===== src/rtl/dacif_pkg.sv =====
package dacif_pkg;

    localparam int unsigned DEF_W   = 12;
    localparam int unsigned DEF_NCH = 8;

    // decoded, active-high view of the control strobes
    typedef struct packed {
        logic wr_act;   // write gate open (select and write both low)
        logic ld_act;   // converter stages follow holding stages
        logic clr_act;  // outputs forced to zero scale
    } strobe_t;

    function automatic strobe_t decode_strobes(
        input logic cs_n,
        input logic wr_n,
        input logic ld_n,
        input logic clr_n
    );
        strobe_t s;
        s.wr_act  = ~cs_n & ~wr_n;
        s.ld_act  = ~ld_n;
        s.clr_act = ~clr_n;
        return s;
    endfunction

endpackage


===== src/rtl/dacif_decode.sv =====
module dacif_decode #(
    parameter int unsigned NCH = 8,
    localparam int unsigned AW = (NCH > 1) ? $clog2(NCH) : 1
) (
    input  logic [AW-1:0]  addr,
    input  logic           wr_act,
    output logic [NCH-1:0] sel
);

    for (genvar g = 0; g < NCH; g++) begin : g_sel
        assign sel[g] = wr_act && (addr == AW'(g));
    end

endmodule


===== src/rtl/dacif_chan.sv =====
module dacif_chan #(
    parameter int unsigned W = 12
) (
    input  logic         clk,
    input  logic         rst,
    input  logic         sel,
    input  logic         ld_act,
    input  logic [W-1:0] data,
    output logic [W-1:0] hold_q,
    output logic [W-1:0] conv_q
);

    logic [W-1:0] hold_nxt;
    logic [W-1:0] conv_nxt;

    // holding stage: open only while this channel is addressed
    always_comb begin
        hold_nxt = sel ? data : hold_q;
    end

    // converter stage takes the holding stage's incoming value, so a fully
    // open path passes bus data through both stages in one edge
    always_comb begin
        conv_nxt = ld_act ? hold_nxt : conv_q;
    end

    always_ff @(posedge clk) begin
        if (rst) begin
            hold_q <= '0;
            conv_q <= '0;
        end else begin
            hold_q <= hold_nxt;
            conv_q <= conv_nxt;
        end
    end

endmodule


===== src/rtl/dacif_clr.sv =====
module dacif_clr #(
    parameter int unsigned NCH = 8,
    parameter int unsigned W   = 12
) (
    input  logic [NCH-1:0][W-1:0] conv_q,
    input  logic                  clr_act,
    output logic [NCH-1:0][W-1:0] code
);

    for (genvar g = 0; g < NCH; g++) begin : g_mux
        assign code[g] = clr_act ? '0 : conv_q[g];
    end

endmodule


===== src/rtl/dacif_octal.sv =====
module dacif_octal
    import dacif_pkg::*;
#(
    parameter int unsigned W   = DEF_W,
    parameter int unsigned NCH = DEF_NCH,
    localparam int unsigned AW = (NCH > 1) ? $clog2(NCH) : 1
) (
    input  logic                  clk,
    input  logic                  rst,
    input  logic [W-1:0]          data,
    input  logic [AW-1:0]         addr,
    input  logic                  cs_n,
    input  logic                  wr_n,
    input  logic                  ld_n,
    input  logic                  clr_n,
    output logic [NCH-1:0][W-1:0] dac_code
);

    strobe_t               stb;
    logic [NCH-1:0]        sel;
    logic [NCH-1:0][W-1:0] hold_stage;
    logic [NCH-1:0][W-1:0] conv_stage;

    assign stb = decode_strobes(cs_n, wr_n, ld_n, clr_n);

    dacif_decode #(.NCH(NCH)) u_dec (
        .addr   (addr),
        .wr_act (stb.wr_act),
        .sel    (sel)
    );

    for (genvar g = 0; g < NCH; g++) begin : g_ch
        dacif_chan #(.W(W)) u_ch (
            .clk    (clk),
            .rst    (rst),
            .sel    (sel[g]),
            .ld_act (stb.ld_act),
            .data   (data),
            .hold_q (hold_stage[g]),
            .conv_q (conv_stage[g])
        );
    end

    dacif_clr #(.NCH(NCH), .W(W)) u_clr (
        .conv_q  (conv_stage),
        .clr_act (stb.clr_act),
        .code    (dac_code)
    );

endmodule


===== config.mk =====
export PLATFORM = sky130hd
export DESIGN_NAME = dacif_octal
export DESIGN_NICKNAME = d
export VERILOG_FILES = /design/src/rtl/dacif_pkg.sv /design/src/rtl/dacif_decode.sv /design/src/rtl/dacif_chan.sv /design/src/rtl/dacif_clr.sv /design/src/rtl/dacif_octal.sv
export SDC_FILE = /design/constraint.sdc
export NUM_CORES = 1
export LEC_CHECK = 0
export BUFFER_PORTS_ARGS = -buffer_cell sky130_fd_sc_hd__buf_2
export CAP_MARGIN = 20
export CORE_MARGIN = 1.5
export CORE_UTILIZATION = 39
export CTS_CLUSTER_DIAMETER = 30
export DETAILED_ROUTE_END_ITERATION = 8
export PLACE_DENSITY_LB_ADDON = 0.12
export SYNTH_ARGS = -nofsm -noshare
export SYNTH_HDL_FRONTEND = slang
export SYNTH_SLANG_ARGS = --single-unit

===== constraint.sdc =====
create_clock -name clk -period 1.35 [get_ports clk]
set_input_delay 0.0675 -clock clk [delete_from_list [all_inputs] [get_ports clk]]
set_output_delay 0.0675 -clock clk [all_outputs]
set_load 0.02 [all_outputs]

==> results of run 1 <==
[logic make-up (layout without fill, tap and decap cells)]
kind of cell	Yosys count	after routing
and+or+nand+nor	311	311
DFF	192	192
AOI/OAI and AO/OA	288	288
buffers and inverters	93	189
[final timing paths]
| check | end | slack (ps) | cells after the start |
|---|---|---|---|
| max reg2reg | g_ch[1].u_ch.conv_q[5]$_SDFFE_PP0N_ | 530 | 2 |
| max | dac_code[72] | 140 | 2 |
| min reg2reg | g_ch[5].u_ch.hold_q[2]$_SDFF_PP0_ | 460 | 2 |
| min | g_ch[4].u_ch.hold_q[7]$_SDFF_PP0_ | 40 | 3 |
[registers in the layout, summed over array words and instances, names as in the netlist]
name / cells
g_ch.u_ch.hold_q: 96
g_ch.u_ch.conv_q: 96
[area by class of cell]
| class | count | area, sq um |
|---|---|---|
| inverter | 1 | 8.76 |
| tap | 265 | 332 |
| clock buffer | 21 | 470 |
| multi-input combinational | 599 | 3460 |
| clock inverter | 11 | 81.3 |
| timing repair buffer | 156 | 1120 |
| fill | 1925 | 10100 |
| sequential | 192 | 3840 |
[placed cells by master (no fill, tap or decap), drive strengths merged, types with 4 or more instances in the layout]
cell         instances
o21ai               96
a311oi              96
buf                152
inv                  4
clkbuf              21
and2                96
nand2               25
clkinv               5
nand3               72
dfxtp              192
a21oi               96
and3                12
nor2                97
dlygate4sd3          4
[layer usage]
layer | track usage (%) | up-vias | share of wire (%)
li1 | - | 3342 | -
met4 | 5.64 | 0 | 1.1
met1 | 30.5 | 3110 | 50
met3 | 3.83 | 21 | 4.0
met5 | 0 | - | 0
met2 | 33.3 | 154 | 45
[report_power, final]
part / switching, mW / internal, mW / leakage, nW
clock network: 2.22 / 2.52 / 0.266
registers: 0.0923 / 5.85 / 1.57
logic: 0.814 / 0.432 / 1.72
[critical path, delay by kind of cell, from the launching register on]
family	cells	cell delay (ps)
and+or+nand+nor	1	170
buffers and inverters	1	170
DFF	1	370
==> out/qor.csv, run 1 <==
metric,value,unit
slew_headroom,65.1,%
port_buffers,116,
p_per_area,1280,mW/mm^2
yosys.area_share.simple,20.3,%
cts_tree,done,
p_total,11.9,mW
cpPeakStageDelay,370,ps
postPlaceCellArea,0.00872,sq mm
design_area,0.00932,sq mm
die_y,144,um
finClkSkew,6.03,ps
cp_data_arrival_time,1140,ps
synth_top_area_share,49.7,%
via_count,6627,
synth_most_common_cell,dfxtp_1,
hold_violations,0,
synth_xor_area_share,0,%
synth_flop_cell,dfxtp_1,
gp_routability_congestion,0.727,
clk_latency,430,ps
htreeDepth,4,
dp_cells,1209,
numCtsBuffers,17,
antenna_found_initial,1,
coreArea,0.0195,sq mm
maxSlewViolCount,0,
fin_setup_tns,0,ps
clockBufferDepth,2,
worstReg2RegStart,g_ch[1].u_ch.hold_q[5]$_SDFF_PP0_,
die_area,0.0207,sq mm
tightest_slew,523,ps
ctsHoldBuffers,3,
synth_cells,884,
avgSynthCellArea,8.75,sq um
worstHoldPathType,in -> reg,
drc_errors,0,
ctsRootBufferMaster,clkbuf_16,
synth-adder-area-share,0,%
grt_pass1_vias,5956,
peakVddDrop,889,uV
ys_seq_elements,192,
min_from,data[7],
rows,51,
io-pin-count,117,
rsz0062_at_grt,false,
synthTopCellsByCount,"dfxtp_1 (192), a21oi_1 (96), a311oi_1 (96), and2_1 (96), nor2_1 (96)",
holdWs,40.2,ps
syn2layout_area_growth,20.5,%
grt-ovfl-total,0,
drv_cap,0,
grt_use_total,21.4,%
critPathCaptureType,output pin,
grt_pass1_wl,33.8,mm
routedWlPerCell,17.3,um
synth_edf_count,0,
post-route-min-period,1210,ps
worst_setup_path_start_kind,flop,
syn_nets,905,
cts.repair.resized,0,
startpoint,g_ch[6].u_ch.conv_q[0]$_SDFFE_PP0N_,
ys_top_cells_by_area,"dfxtp_1 (50%), a311oi_1 (11%), and2_1 (7.8%)",
yosysUniqueCellTypes,26,
muxShareOfSynthArea,0,%
clkSlewWorstSetupHoldPaths,70,ps
synth_top_area_cell,dfxtp_1,
routed_wl,21.6,mm
synth-async-reset-ratio,0,%
drive_gt1_share,21.6,%
pre_cts_slack,-130,ps
crit_slowest_cell,dfxtp_1,
postCtsSetupBuffers,0,
drtAntennaViolNets,0,
stdcell_count,1245,
status,finished clean,
die_w,144,um
n_antenna_cell,0,
finalWorstSetupSlack,145,ps
ys_seq_area_share,49.7,%
syn_area,0.00773,sq mm
drtIter0Drc,447,
leakage,3.55,nW
path_cells,and2_1 -> buf_2,
path_class,reg -> out,
finalCoreUtilization,47.9,%
dp_hpwl,13.5,mm
setup_viol,0,
cts_sinks,192,
fin_crit_sh,89.3,%
drt-pass1-iter-count,4,
synth_top_family_by_area,compound AO/OA/AOI/OAI gates,
initial_core_util,39.7,%
grt_max_degree,97,
yosysWarningCount,0,
synth_compound_area_share,24.3,%
required,1280,ps
nets,988,
vias_per_cell,5.32,
maxClockFrequency,0.830,GHz
crit_fanout,2,
Power figures use the tool's default switching activity.
==> run 2: changes to the inputs <==
==> constraint.sdc (replaced) <==
create_clock -name clk -period 1.35 [get_ports clk]
set_input_delay 0.135 -clock clk [delete_from_list [all_inputs] [get_ports clk]]
set_output_delay 0.135 -clock clk [all_outputs]
set_load 0.02 [all_outputs]
==> run 2 against run 1 <==
Combinational power about the same. Power rose by 0.17%. Utilization up 0.24 points. Final area up 0.51%. First-iteration DRC count increased by 6.0%. Die area stayed put. Via count up 0.14%. Setup slack got worse by 47 ps. Non-clock buffer count is 5 higher. Wire length is 0.53% higher.
==> out/qor.csv, run 2 (synthesis gave the netlist of run 1 again) <==
metric,value,unit
status,finished clean,
numCtsBuffers,17,
path_class,reg -> out,
routedWlPerCell,17.4,um
clockBufferDepth,2,
ctsHoldBuffers,0,
die_area,0.0207,sq mm
die_w,144,um
crit_slowest_cell,dfxtp_1,
syn2layout_area_growth,21.1,%
drt-pass1-iter-count,5,
hold_violations,0,
crit_fanout,2,
leakage,3.59,nW
required,1220,ps
clkSlewWorstSetupHoldPaths,70,ps
drc_errors,0,
grt_pass1_vias,5980,
antenna_found_initial,0,
rsz0062_at_grt,false,
grt_max_degree,97,
initial_core_util,39.7,%
routed_wl,21.7,mm
fin_crit_sh,92.7,%
worst_setup_path_start_kind,flop,
multi_input_area,0.00346,sq mm
cts.repair.resized,0,
dp_hpwl,13.9,mm
switchingPower,3.12,mW
regArea,0.00384,sq mm
grt_use_total,21.6,%
finalWorstSetupSlack,98.0,ps
worst-r2r-setup-slack,530,ps
path_cells,and2_1 -> buf_2,
gp_routability_congestion,0.723,
vias_per_cell,5.31,
critPathCaptureType,output pin,
path_buf_inv,1,
cts_sinks,192,
maxSlewViolCount,0,
post-route-min-period,1250,ps
die_y,144,um
htreeDepth,4,
cp_data_arrival_time,1120,ps
coreArea,0.0195,sq mm
grt-ovfl-total,0,
pre_cts_slack,-206,ps
rows,51,
fillers,1942,
fin_setup_tns,0,ps
n_antenna_cell,0,
drtIter0Drc,474,
power_frac_seq,49.7,%
drive_gt1_share,22.5,%
via_count,6636,
cpPeakStageDelay,390,ps
postCtsSetupBuffers,0,
drtAntennaViolNets,0,
maxClockFrequency,0.799,GHz
io-pin-count,117,
clk_latency,430,ps
worstHoldPathType,in -> reg,
top_regs,"g_ch.u_ch.conv_q: 96 flops, g_ch.u_ch.hold_q: 96 flops",
setup_viol,0,
grt_pass1_wl,33.9,mm
final_common_cell,dfxtp_1,
nets,993,
ctsRootBufferMaster,clkbuf_16,
drv_cap,0,
p_per_area,1280,mW/mm^2
peakVddDrop,987,uV
tightest_slew,429,ps
slew_headroom,71.4,%
combPwrFrac,10.6,%
port_buffers,116,
p_int,8.82,mW
power_frac_clock,39.7,%
cpLargestDelayFamily,flip-flops,
cts_tree,done,
final_cell_mix,"dfxtp_1 (192), buf_2 (115)",
finClkSkew,4.46,ps
switching_share,26.1,%
[run 2: worst register-to-register path, delay by kind of cell (launching register included)]
kind / cells / cell delay, ps
AO/OA/AOI/OAI: 2 / 420
flip-flops: 1 / 310
[run 2: per-stage QoR]
| stage | instance area [sq um] | power, mW | hold slack (ps) | std cells | utilization [%] |
|---|---|---|---|---|---|
| 2_1_floorplan | 7730 | 6.81 | 307 | 884 | - |
| 3_3_place_gp | 8820 | 7.34 | 448 | 1218 | 45.3 |
| 3_5_place_dp | 8820 | 7.35 | 453 | 1218 | 45.3 |
| 4_1_cts | 9360 | 12.0 | 45.9 | 1249 | 48.1 |
| 5_1_grt | 9360 | 12.4 | 58.4 | 1249 | 48.1 |
| 6_report | 9360 | 11.9 | 63.9 | 1249 | 48.1 |
[run 2: area by class of cell]
type / count / area share [%]
Clock buffer: 17 / 4.54
Clock inverter: 14 / 1.30
Inverter: 1 / 0.0935
Multi-Input combinational cell: 599 / 37.0
Sequential cell: 192 / 41.0
Tap cell: 265 / 3.54
Timing Repair Buffer: 161 / 12.5
[run 2: power groups by stage]
stage | combinational, mW | clock, mW | sequential (mW)
6_report | 1.27 | 4.74 | 5.94
5_1_grt | 1.39 | 5.08 | 5.96
4_1_cts | 1.28 | 4.83 | 5.94
3_5_place_dp | 1.28 | 0 | 6.07
3_3_place_gp | 1.27 | 0 | 6.07
2_1_floorplan | 0.779 | 0 | 6.03
[run 2: worst paths after layout]
check                                                          from                                  end  depth (start not counted)
worst min-delay path                                        data[5]    g_ch[0].u_ch.hold_q[5]$_SDFF_PP0_                          3
worst max-delay path            g_ch[6].u_ch.conv_q[0]$_SDFFE_PP0N_                         dac_code[72]                          2
worst min register to register    g_ch[5].u_ch.hold_q[9]$_SDFF_PP0_    g_ch[5].u_ch.hold_q[9]$_SDFF_PP0_                          2
worst max register to register    g_ch[1].u_ch.hold_q[6]$_SDFF_PP0_  g_ch[1].u_ch.conv_q[6]$_SDFFE_PP0N_                          2
[run 2: routing by layer]
metal	wire length [um]	GRT usage (%)	part of all wire, %
met5	0	0	0
met4	361	6.87	1.7
met3	903	3.27	4.2
met2	9760	33.1	45
met1	10600	31.0	49
==> run 3: changes to the inputs <==
--- a/config.mk
+++ b/config.mk
@@ -7,11 +7,12 @@
 export LEC_CHECK = 0
 export BUFFER_PORTS_ARGS = -buffer_cell sky130_fd_sc_hd__buf_2
 export CAP_MARGIN = 20
+export CORE_ASPECT_RATIO = 2
 export CORE_MARGIN = 1.5
 export CORE_UTILIZATION = 39
 export CTS_CLUSTER_DIAMETER = 30
 export DETAILED_ROUTE_END_ITERATION = 8
-export PLACE_DENSITY_LB_ADDON = 0.12
+export PLACE_DENSITY = 0.56
 export SYNTH_ARGS = -nofsm -noshare
 export SYNTH_HDL_FRONTEND = slang
 export SYNTH_SLANG_ARGS = --single-unit
==> run 3 against run 2 <==
Non-clock buffer count up 2. Power up 3.6%. Clock skew up 2.2 ps. Critical path depth unchanged. Sequential share of layout area down 0.41 points. Cell count down 0.40%. Clock power up 8.9%. Final area up 1.0%. Register-to-register slack better by 20 ps. Sequential cell count unchanged. Die area up 0.25%. Clock-buffer cell count up 1. Critical path type unchanged. Largest power group unchanged.
==> out/qor.csv, run 3 (synthesis gave the netlist of run 1 again) <==
metric,value,unit
status,finished clean,
postCtsSetupBuffers,0,
clockBufferDepth,2,
slew_headroom,79.0,%
critPathCaptureType,output pin,
dp_hpwl,14.2,mm
die_y,202,um
drive_gt1_share,22.4,%
cpLargestDelayFamily,flip-flops,
drc_errors,0,
crit_slowest_cell,dfxtp_1,
maxSlewViolCount,0,
rows,72,
gp_routability_congestion,0.746,
hold_violations,0,
final_cell_mix,"dfxtp_1 (192), buf_2 (115)",
post-route-min-period,1290,ps
io-pin-count,117,
ctsRootBufferMaster,clkbuf_16,
clkSlewWorstSetupHoldPaths,70,ps
fin_setup_tns,0,ps
finClkSkew,6.66,ps
final_common_cell,dfxtp_1,
cts_sinks,192,
pre_cts_slack,-171,ps
port_buffers,116,
multi_input_area,0.00346,sq mm
n_antenna_cell,0,
syn2layout_area_growth,22.3,%
regArea,0.00384,sq mm
drv_cap,0,
drtIter0Drc,300,
vias_per_cell,5.42,
initial_core_util,39.9,%
drtAntennaViolNets,0,
grt_pass1_wl,34.7,mm
htreeDepth,4,
cts_tree,done,
finalWorstSetupSlack,57.8,ps
coreArea,0.0194,sq mm
clk_latency,430,ps
path_buf_inv,1,
worst_setup_path_start_kind,flop,
maxClockFrequency,0.774,GHz
fillers,1921,
grt_pass1_vias,6398,
via_count,6739,
routed_wl,21.6,mm
cp_data_arrival_time,1160,ps
required,1220,ps
worstHoldPathType,in -> reg,
die_w,103,um
cpPeakStageDelay,340,ps
grt-ovfl-total,0,
path_class,reg -> out,
grt_max_degree,65,
peakVddDrop,801,uV
numCtsBuffers,17,
cts.repair.resized,0,
ctsHoldBuffers,0,
top_regs,"g_ch.u_ch.conv_q: 96 flops, g_ch.u_ch.hold_q: 96 flops",
die_area,0.0207,sq mm
drt-pass1-iter-count,5,
setup_viol,0,
leakage,3.63,nW
fin_crit_sh,95.7,%
p_per_area,1310,mW/mm^2
nets,995,
path_cells,and2_1 -> buf_2,
tightest_slew,316,ps
crit_fanout,2,
rsz0062_at_grt,false,
grt_use_total,21.7,%
antenna_found_initial,0,
routedWlPerCell,17.4,um
-- run 3: cell count changes in the layout (fill, tap and decap cells not counted), moves of 2 or more --
cell / delta
clkinv_2: -4
buf_12: +3
bufinv_16: +2
clkinv_4: -2
-- run 3: cell type report --
| class | instances | share of cell area [%] |
|---|---|---|
| inverters | 1 | 0.0661 |
| repair buffers | 163 | 12.9 |
| flip-flops and latches | 192 | 40.6 |
| clock buffers | 18 | 4.64 |
| well taps | 259 | 3.43 |
| clock inverters | 12 | 1.71 |
| multi-input cells | 599 | 36.6 |
-- run 3: layer usage --
layer  track usage [%]  up-vias  share of wire, %
met4              7.73        0               2.4
met3              3.25       21               4.2
li1                  -     3355                 -
met1              28.0     3196                44
met5                 0        -                 0
met2              36.4      167                50
-- run 3: per-stage QoR --
stage	hold slack (ps)	total power, mW	cells	util [%]	area, sq um
floorplan	307	6.81	884	-	7730
global placement	445	7.35	1214	45.7	8860
detailed placement	453	7.36	1214	45.7	8860
CTS	71.7	12.5	1244	48.8	9460
global route	86.7	12.8	1244	48.8	9460
finish	81.1	12.4	1244	48.8	9460
-- run 3: worst reg2reg max path: stages (launching register included) --
cell and delay (ps):
dfxtp_1 310, o21ai_0 100, a311oi_1 300
-- run 3: path summary, 6_finish.rpt --
kind / from / endpoint / slack [ps] / depth (start not counted)
worst max-delay path: g_ch[0].u_ch.conv_q[1]$_SDFFE_PP0N_ / dac_code[1] / 60 / 2
worst min-delay path: data[11] / g_ch[4].u_ch.hold_q[11]$_SDFF_PP0_ / 80 / 3
worst max register to register: g_ch[1].u_ch.hold_q[1]$_SDFF_PP0_ / g_ch[1].u_ch.conv_q[1]$_SDFFE_PP0N_ / 550 / 2
worst min register to register: g_ch[6].u_ch.hold_q[2]$_SDFF_PP0_ / g_ch[6].u_ch.hold_q[2]$_SDFF_PP0_ / 460 / 2
-- run 3: power by group --
group	internal (mW)	total, mW	switching (mW)	leakage, nW
clock	2.96	5.16	2.20	0.285
sequential	5.85	5.94	0.0930	1.57
combinational	0.458	1.27	0.816	1.78
